File: src/rtl/prc_pkg.sv
`timescale 1ns/100ps
package prc_pkg;
   localparam int MASTER_MHZ = 30;
   localparam int DIV_W      = $clog2(MASTER_MHZ + 1);
   localparam int WL_CODES   = 4;

   typedef enum logic [1:0] {
      WL_1 = 2'd0,
      WL_2 = 2'd1,
      WL_4 = 2'd2,
      WL_8 = 2'd3
   } wl_code_e;

   localparam logic [1:0] WL_FULL = WL_8;

   // largest integer divisor of the master rate still meeting the request
   function automatic logic [DIV_W-1:0] pick_divisor(input int unsigned rate);
      logic [DIV_W-1:0] res;
      res = DIV_W'(1);
      for (int d = 1; d <= MASTER_MHZ; d++) begin
         if ((MASTER_MHZ % d == 0) && (int'(MASTER_MHZ / d) >= int'(rate)))
            res = DIV_W'(d);
      end
      return res;
   endfunction
endpackage

File: src/rtl/prc_setting.sv
`timescale 1ns/100ps
module prc_setting
   import prc_pkg::*;
#(
   parameter int RATE_W = 5
) (
   input  logic              clk,
   input  logic              rst_n,
   input  logic              pkt_active,
   input  logic              data_phase,
   input  logic [1:0]        wl_sel,
   input  logic [RATE_W-1:0] rate_req,
   output logic [1:0]        wl_cur,
   output logic [DIV_W-1:0]  div_cur,
   output logic              flush,
   output logic              reload
);
   logic in_data_q;
   logic act;
   logic start;

   assign act    = pkt_active & data_phase;
   assign start  = act & ~in_data_q;
   assign flush  = start;
   assign reload = start | (~act & in_data_q);

   always_ff @(posedge clk) begin
      if (!rst_n) begin
         in_data_q <= 1'b0;
         wl_cur    <= WL_FULL;
         div_cur   <= DIV_W'(1);
      end else begin
         in_data_q <= act;
         if (start) begin
            wl_cur  <= wl_sel;
            div_cur <= pick_divisor(32'(rate_req));
         end else if (!act) begin
            wl_cur  <= WL_FULL;
            div_cur <= DIV_W'(1);
         end
      end
   end

   assert_sync_full_R6: assert property (@(posedge clk) disable iff (!rst_n)
      !in_data_q |-> (wl_cur == WL_FULL && div_cur == DIV_W'(1)));

   assert_hold_data_R7: assert property (@(posedge clk) disable iff (!rst_n)
      (in_data_q && act) |=> ($stable(wl_cur) && $stable(div_cur)));
endmodule

File: src/rtl/prc_rate_div.sv
`timescale 1ns/100ps
module prc_rate_div
   import prc_pkg::*;
(
   input  logic             clk,
   input  logic             rst_n,
   input  logic [DIV_W-1:0] div,
   input  logic             reload,
   output logic             samp_en
);
   logic [DIV_W-1:0] cnt;
   logic             wrap;

   assign wrap    = (cnt == div - DIV_W'(1));
   assign samp_en = (cnt == '0);

   always_ff @(posedge clk) begin
      if (!rst_n)       cnt <= '0;
      else if (reload)  cnt <= '0;
      else if (wrap)    cnt <= '0;
      else              cnt <= cnt + DIV_W'(1);
   end

   assert_en_gap_R4: assert property (@(posedge clk) disable iff (!rst_n)
      (samp_en && div != DIV_W'(1) && !reload) |=> !samp_en);

   assert_reload_strobe_R4: assert property (@(posedge clk) disable iff (!rst_n)
      reload |=> samp_en);
endmodule

File: src/rtl/prc_requant.sv
`timescale 1ns/100ps
module prc_requant
   import prc_pkg::*;
#(
   parameter int IN_W  = 8,
   parameter int DEPTH = 3
) (
   input  logic            clk,
   input  logic            rst_n,
   input  logic            samp_en,
   input  logic            flush,
   input  logic [1:0]      wl_code,
   input  logic [IN_W-1:0] samp_in,
   output logic [IN_W-1:0] samp_out,
   output logic            out_valid
);
   localparam int CNT_W = $clog2(DEPTH + 1);

   if (IN_W < 8)   begin : g_bad_w  $error("IN_W must be at least 8"); end
   if (DEPTH < 1)  begin : g_bad_d  $error("DEPTH must be at least 1"); end

   logic signed [IN_W-1:0] cand [WL_CODES];
   logic        [IN_W-1:0] stage [DEPTH];
   logic        [CNT_W-1:0] flush_cnt;

   for (genvar g = 0; g < WL_CODES; g++) begin : g_cand
      assign cand[g] = $signed(samp_in) >>> (IN_W - (1 << g));
   end

   always_ff @(posedge clk) begin
      if (!rst_n || flush) begin
         for (int s = 0; s < DEPTH; s++) stage[s] <= '0;
         flush_cnt <= CNT_W'(DEPTH);
         out_valid <= 1'b0;
      end else if (samp_en) begin
         stage[0] <= cand[wl_code];
         for (int s = 1; s < DEPTH; s++) stage[s] <= stage[s-1];
         if (flush_cnt != '0) flush_cnt <= flush_cnt - CNT_W'(1);
         out_valid <= (flush_cnt <= CNT_W'(1));
      end else begin
         out_valid <= 1'b0;
      end
   end

   assign samp_out = stage[DEPTH-1];

   assert_flush_clear_R8: assert property (@(posedge clk) disable iff (!rst_n)
      flush |=> (samp_out == '0 && !out_valid));

   assert_valid_after_R8: assert property (@(posedge clk) disable iff (!rst_n)
      out_valid |-> flush_cnt == '0);

   assert_valid_strobe_R10: assert property (@(posedge clk) disable iff (!rst_n)
      out_valid |-> $past(samp_en));
endmodule

File: src/rtl/precision_rate_ctrl.sv
`timescale 1ns/100ps
module precision_rate_ctrl
   import prc_pkg::*;
#(
   parameter int IN_W       = 8,
   parameter int RATE_W     = 5,
   parameter int PIPE_DEPTH = 3
) (
   input  logic              clk,
   input  logic              rst_n,
   input  logic              pkt_active,
   input  logic              data_phase,
   input  logic [1:0]        wl_sel,
   input  logic [RATE_W-1:0] rate_req,
   input  logic [IN_W-1:0]   samp_in,
   output logic              samp_en,
   output logic [IN_W-1:0]   samp_out,
   output logic              out_valid,
   output logic [1:0]        wl_active,
   output logic [DIV_W-1:0]  div_active
);
   logic flush;
   logic reload;

   prc_setting #(.RATE_W(RATE_W)) u_setting (
      .clk        (clk),
      .rst_n      (rst_n),
      .pkt_active (pkt_active),
      .data_phase (data_phase),
      .wl_sel     (wl_sel),
      .rate_req   (rate_req),
      .wl_cur     (wl_active),
      .div_cur    (div_active),
      .flush      (flush),
      .reload     (reload)
   );

   prc_rate_div u_div (
      .clk     (clk),
      .rst_n   (rst_n),
      .div     (div_active),
      .reload  (reload),
      .samp_en (samp_en)
   );

   prc_requant #(.IN_W(IN_W), .DEPTH(PIPE_DEPTH)) u_requant (
      .clk       (clk),
      .rst_n     (rst_n),
      .samp_en   (samp_en),
      .flush     (flush),
      .wl_code   (wl_active),
      .samp_in   (samp_in),
      .samp_out  (samp_out),
      .out_valid (out_valid)
   );
endmodule

File: config.mk
export PLATFORM = sky130hd
export DESIGN_NAME = precision_rate_ctrl
export DESIGN_NICKNAME = d
export VERILOG_FILES = /design/src/rtl/prc_pkg.sv /design/src/rtl/prc_setting.sv /design/src/rtl/prc_rate_div.sv /design/src/rtl/prc_requant.sv /design/src/rtl/precision_rate_ctrl.sv
export SDC_FILE = /design/constraint.sdc
export NUM_CORES = 1
export LEC_CHECK = 0
export ABC_AREA = 1
export BUFFER_PORTS_ARGS = -buffer_cell sky130_fd_sc_hd__buf_2
export CORE_AREA = 2 2 70 72
export CTS_CLUSTER_SIZE = 28
export DETAILED_ROUTE_END_ITERATION = 8
export DIE_AREA = 0 0 72 74
export PLACE_DENSITY = 0.67
export SLEW_MARGIN = 0
export SYNTH_ARGS = -nofsm -noshare
export SYNTH_HDL_FRONTEND = slang
export SYNTH_SLANG_ARGS = --single-unit
export TNS_END_PERCENT = 20
File: constraint.sdc
create_clock -name clk -period 2.5 [get_ports clk]
set_input_delay 0.25 -clock clk [delete_from_list [all_inputs] [get_ports clk]]
set_output_delay 0.25 -clock clk [all_outputs]
set_load 0.05 [all_outputs]
Word-level counts from Yosys, hierarchy flattened
Memory sizes are Yosys's and may differ from the RTL's.
Index checks and enable logic that the tools add are counted.
{"block": "word_totals", "ff_bits": 16, "ram_bits": 24, "in_bits": 19, "out_inout_bits": 17, "word_cells": 62, "memories": 1}
{"memory": "u_requant.stage", "words": 3, "word_bits": 8, "rd": 3, "rd_clocked_by_memory_dff": 0, "wr": 3, "line": "prc_requant.sv:23", "text": "logic [IN_W-1:0] stage [DEPTH];"}
{"block": "op_classes", "addsub": 3, "magnitude_cmp": 9, "eq_ne": 2, "mux": 22, "bitwise_logic": 12, "reduce_logical": 7}
{"operator": "2-to-1 mux 5 bit", "count": 8}
{"operator": "2-to-1 mux 8 bit", "count": 5}
{"operator": "binary-select mux 8 bit (select 2 bit)", "count": 1}
{"operator": "greater-or-equal comparator 2 x 5 -> 1 bit, first input constant", "count": 2}
{"operator": "greater-or-equal comparator 3 x 5 -> 1 bit, first input constant", "count": 2}
{"operator": "greater-or-equal comparator 4 x 5 -> 1 bit, first input constant", "count": 2}
{"operator": "2-to-1 mux 2 bit", "count": 3}
{"operator": "adder 5 x 1 -> 5 bit, second input constant", "count": 1}
{"operator": "== test 5 bit", "count": 1}
{"operator": "greater-or-equal comparator 1 x 5 -> 1 bit, first input constant", "count": 1}
{"operator": "logical NOT 5 bit", "count": 1}
{"operator": "2-to-1 mux 1 bit", "count": 5}
{"operator": "subtractor 5 x 1 -> 5 bit, second input constant", "count": 1}
{"operator": "inverter 1 bit", "count": 4}
{"operator": "OR 1 bit", "count": 4}
{"operator": "bitwise AND 1 bit", "count": 3}
{"operator": "greater-or-equal comparator 3 bit, second input constant", "count": 1}
{"operator": "inverter 2 -> 3 bit", "count": 1}
{"operator": "OR reduction 3 bit", "count": 1}
{"operator": "less-or-equal comparator 2 x 1 -> 1 bit, second input constant", "count": 1}
{"operator": "inequality test 2 x 1 -> 1 bit, second input constant", "count": 1}
{"operator": "AND reduction 2 bit", "count": 1}
{"operator": "nonzero test 2 bit", "count": 1}
{"operator": "OR reduction 2 bit", "count": 1}
{"operator": "3 further kinds", "count": 3}

Longest topological paths before layout
{"block": "logic_depth", "ltp_word": 9, "mapped_depth": 11, "depth_no_buf": 11}

Modules after synthesis
Synthesis repeated with hierarchy kept, for this count alone.
{"block": "unflattened", "cells_unflattened": 246, "hier_area_um2": 2060.7}
{"module": "prc_requant", "instances": 1, "cells_each": 122, "area_each_um2": 1233.7, "seq_area_each_um2": 780.7}
{"module": "prc_rate_div", "instances": 1, "cells_each": 70, "area_each_um2": 445.4, "seq_area_each_um2": 100.1}
{"module": "prc_setting", "instances": 1, "cells_each": 54, "area_each_um2": 381.6, "seq_area_each_um2": 160.2}

Least setup slack after synthesis
No wires, ideal clock.
{"block": "synth_timing", "kind": "reg2reg", "from": "register u_setting.div_cur[0]", "to": "register u_div.cnt[0]", "setup_time_ns": 0.117, "arrival_ns": 1.607, "required_time_ns": 2.383, "setup_slack_ns": 0.776, "stages_incl_launch_ff": 12, "path_buffers": 0, "synth_period_minus_slack_ns": 1.724, "cell_sequence": "dfxtp_1 > inv_1 > ha_1 > inv_1 > nand2_1 > nand2_1 > nor2_1 > nand2_1 > nor2_1 > nand2_1 > nand2_1 > nor2_1"}
{"block": "synth_between", "elab_chain_len": 3}
{"element": "start: declaration", "line": "prc_setting.sv:14", "text": "output logic [DIV_W-1:0] div_cur,"}
{"element": "start signal: assignment", "line": "prc_setting.sv:36", "text": "div_cur <= pick_divisor(32'(rate_req));"}
{"element": "subtractor 5 x 1 -> 5 bit", "line": "prc_rate_div.sv:14", "text": "assign wrap = (cnt == div - DIV_W'(1));"}
{"element": "== test 5 bit", "line": "prc_rate_div.sv:14"}
{"element": "OR reduction 3 bit (no source line)"}
{"element": "end signal: assignment", "line": "prc_rate_div.sv:21", "text": "else cnt <= cnt + DIV_W'(1);"}
{"element": "end: declaration", "line": "prc_rate_div.sv:11", "text": "logic [DIV_W-1:0] cnt;"}
Every way passes these cells.
A chain may end at the register's enable or synchronous reset.

Final worst setup path
{"block": "layout_timing", "from": "register u_div.cnt[0]", "to": "output samp_en"}
{"block": "layout_between", "elab_chain_len": 1}
{"element": "logical NOT 5 bit", "line": "prc_rate_div.sv:15", "text": "assign samp_en = (cnt == '0);"}
{"element": "end: declaration", "line": "precision_rate_ctrl.sv:16", "text": "output logic samp_en,"}
Every way passes these cells.

==> key figures <==
Status
  • Outcome: completed

Synth
  • Mapped Cells: 236
  • Largest area contributor in the netlist: edfxtp_1
  • Synth area leaders: edfxtp_1, dfxtp_1, nand2_1, inv_1, nor2_1
  • Mapped Nets: 262
  • Cell area after synthesis: 1980 um2
  • Synth Register Bits: 40
  • Top-area cell type share of the netlist area: 0.364
  • YS warnings: 0
  • Mean area per synthesized cell: 8.39 um2
  • Synth cell types: 23
  • Register area share after synthesis: 0.526

Drt
  • Antenna viol nets, final: 0
  • Starting DRT DRC Count: 22
  • Drt wl/cell: 9.76 um
  • Final WL: 3160 um
  • Vias per inst: 4.49
  • Post-route DRC violation count: 0
  • TritonRoute pass-1 iters: 4
  • Detailed-route via count: 1456

STA
  • Max-slew headroom: 0.804
  • Fmax: 622 MHz
  • Hold Vio Cnt, Final: 0
  • Clock Skew: 5.14 ps
  • Worst hold margin: 182 ps
  • Min Tclk post-route: 1610 ps
  • Post-route setup TNS: 0 ps
  • Period utilisation layout: 0.643
  • Unrepaired setup endpoints after global routing: false
  • # setup viols final: 0
  • Final Max Tran Viols: 0
  • Worst Max-Slew Pin Slew: 294 ps

Setup path
  • Worst r2r src: u_div.cnt[0]
  • Reg2Reg Depth: 8
  • CP Max Fanout: 5
  • Critical path type: reg2out
  • Crit start category: flip-flop
  • Arr. time, crit path: 1360 ps
  • Critical Path RT: 2250 ps
  • Reg-to-reg endpoint: u_requant.stage[0][6]
  • CP Cell Sequence: inv_1 > ha_1 > nand3_2 > inv_2 > buf_2
  • CP Capture Type: output pin
  • Internal reg-to-reg setup slack: 920 ps
  • CP peak stage delay: 350 ps
  • Worst path slowest cell: dfxtp_1

Min path
  • Hold Path Depth: 2
  • Worst hold start: rst_n
  • Worst hold endpoint: u_setting.wl_cur[1]
  • Hold Crit Class: in2reg

CTS
  • Post-CTS setup buffers: 0
  • Clk sink count: 40
  • Clock root buffer: clkbuf_8
  • CTS Buf Count: 5
  • # resized after CTS: 0
  • Clock-pin slew on the worst setup and hold paths: 70 ps
  • Maximum buffer depth of the clock tree: 2
  • Hold buffer count at CTS: 0
  • CTS tree: done
  • Skew-Pair Late Insertion Delay: 280 ps
  • H-tree levels: 2

Power and ir drop
  • Leakage Power: 0.00110 uW
  • Pwr per Cell Area: 645 nW/um2
  • VDD IR max: 0.370 mV

Place
  • Final GP Congestion: 0.798
  • HPWL after DPL: 2360 um
  • Buffers added on ports: 35
  • Post-Place Cell Area: 2150 um2

Layout
  • N_diodes: 0
  • FF/Latch Area: 1040 um2
  • Share of cells above drive strength 1: 0.185
  • Filler Cell Count: 449
  • # nets final: 295
  • Layout area overhead: 12.8%
  • Finished Cell Area: 2230 um2
  • Area of the multi-input gates: 687 um2

Floorplan
  • Die ar.: 5330 um2
  • Cell row count: 25
  • # IOs: 36
  • Core area: 4600 um2
  • DIE HEIGHT: 74 um
  • Initial Util: 0.431
  • Die width: 72 um

Global routing
  • Gr ovfl total: 0
  • Largest net degree at the start of global routing: 25
  • First-pass GRT wire length: 5640 um
  • Initial antenna violation count: 0
  • Vias in the first global route: 1390
  • GR Util All Layers: 0.134

Flow run
  • Max Cap Viol: 0
-- registers in the layout, summed over array words and instances (netlist names) --
register             flops
u_div.cnt                5
u_requant.out_valid      1
u_setting.in_data_q      1
u_setting.div_cur        5
u_requant.stage         24
u_setting.wl_cur         2
u_requant.flush_cnt      2
-- layer usage --
| layer | vias to the layer above | global-route usage | routed length [um] |
|---|---|---|---|
| met1 | 629 | 0.151 | 1410 |
| met3 | 5 | 0.0488 | 219 |
| met5 | - | 0 | 0 |
| met4 | 0 | 0.0503 | 38 |
| met2 | 37 | 0.236 | 1500 |
| li1 | 785 | - | - |
-- cell usage after synthesis, drive strengths merged --
library cell / n
inv: 47
xnor2: 1
a31oi: 1
o22ai: 2
o21ai: 5
buf: 10
ha: 7
nand2: 52
dfxtp: 16
a21oi: 14
edfxtp: 24
nor2: 46
o211ai: 1
xor2: 2
nand3: 8
-- cells in the final DEF (no fill, tap or decap), types with 2 or more instances in the layout --
cell      count
a21oi_1      14
buf_2        35
clkbuf_1      2
clkbuf_8      5
dfxtp_1      16
edfxtp_1     24
ha_1          7
inv_1        45
inv_2         2
nand2_1      51
nand3_1       7
nor2_1       41
nor2_2        3
o21ai_0       5
o22ai_1       2
xor2_1        2
-- power by group --
| part | internal, uW | switching [uW] | total, uW | leakage [uW] |
|---|---|---|---|---|
| Combinational | 73.4 | 186 | 260 | 0.000647 |
| Sequential | 769 | 20.9 | 789 | 0.000414 |
| Clock | 194 | 199 | 393 | 0.0000399 |
| Total | 1040 | 406 | 1440 | 0.00110 |
-- cells by family after synthesis --
family                   Yosys count  share of synthesized area
AO/OA/AOI/OAI                     23                     0.0613
XOR/XNOR                           3                     0.0133
adder cells (fa/ha/maj)            7                     0.0442
buffers and inverters             57                      0.128
flip-flops                        40                      0.526
AND/OR/NAND/NOR                  106                      0.228
-- critical path: cells and delay by family, from the launching register on --
family,cells,cell delay [ps]
simple gates,1,110
fa+ha+maj,1,160
flops,1,350
buf+inv,3,460
-- worst max path at each step --
| stage | endpoint | cells after the start | startpoint | slack, ps |
|---|---|---|---|---|
| detailed placement | u_requant.stage[0][5] | 9 | pkt_active | 910 |
| global route | u_requant.stage[0][5] | 8 | u_div.cnt[0] | 750 |
| CTS | samp_en | 5 | u_div.cnt[0] | 860 |
| global placement | u_requant.stage[0][6] | 9 | pkt_active | 930 |
| finish | samp_en | 5 | u_div.cnt[0] | 890 |
| floorplan | u_div.cnt[0] | 11 | u_setting.div_cur[0] | 780 |
-- area by class of cell --
class	instances	share of cell area
clock buffers	7	0.0342
clock inverters	1	0.00168
inverters	47	0.0789
multi-input cells	139	0.307
flip-flops and latches	40	0.466
well taps	54	0.0302
repair buffers	36	0.0817
-- per-stage QoR --
stage | cells | utilization | power (uW) | worst slack [ps]
6_report | 324 | 0.486 | 1440 | 893
5_1_grt | 324 | 0.486 | 1520 | 752
4_1_cts | 324 | 0.486 | 1460 | 865
3_5_place_dp | 316 | 0.469 | 1070 | 913
3_3_place_gp | 316 | 0.469 | 1060 | 935
2_1_floorplan | 236 | - | 1020 | 776
(Power assumes the default switching activity.)
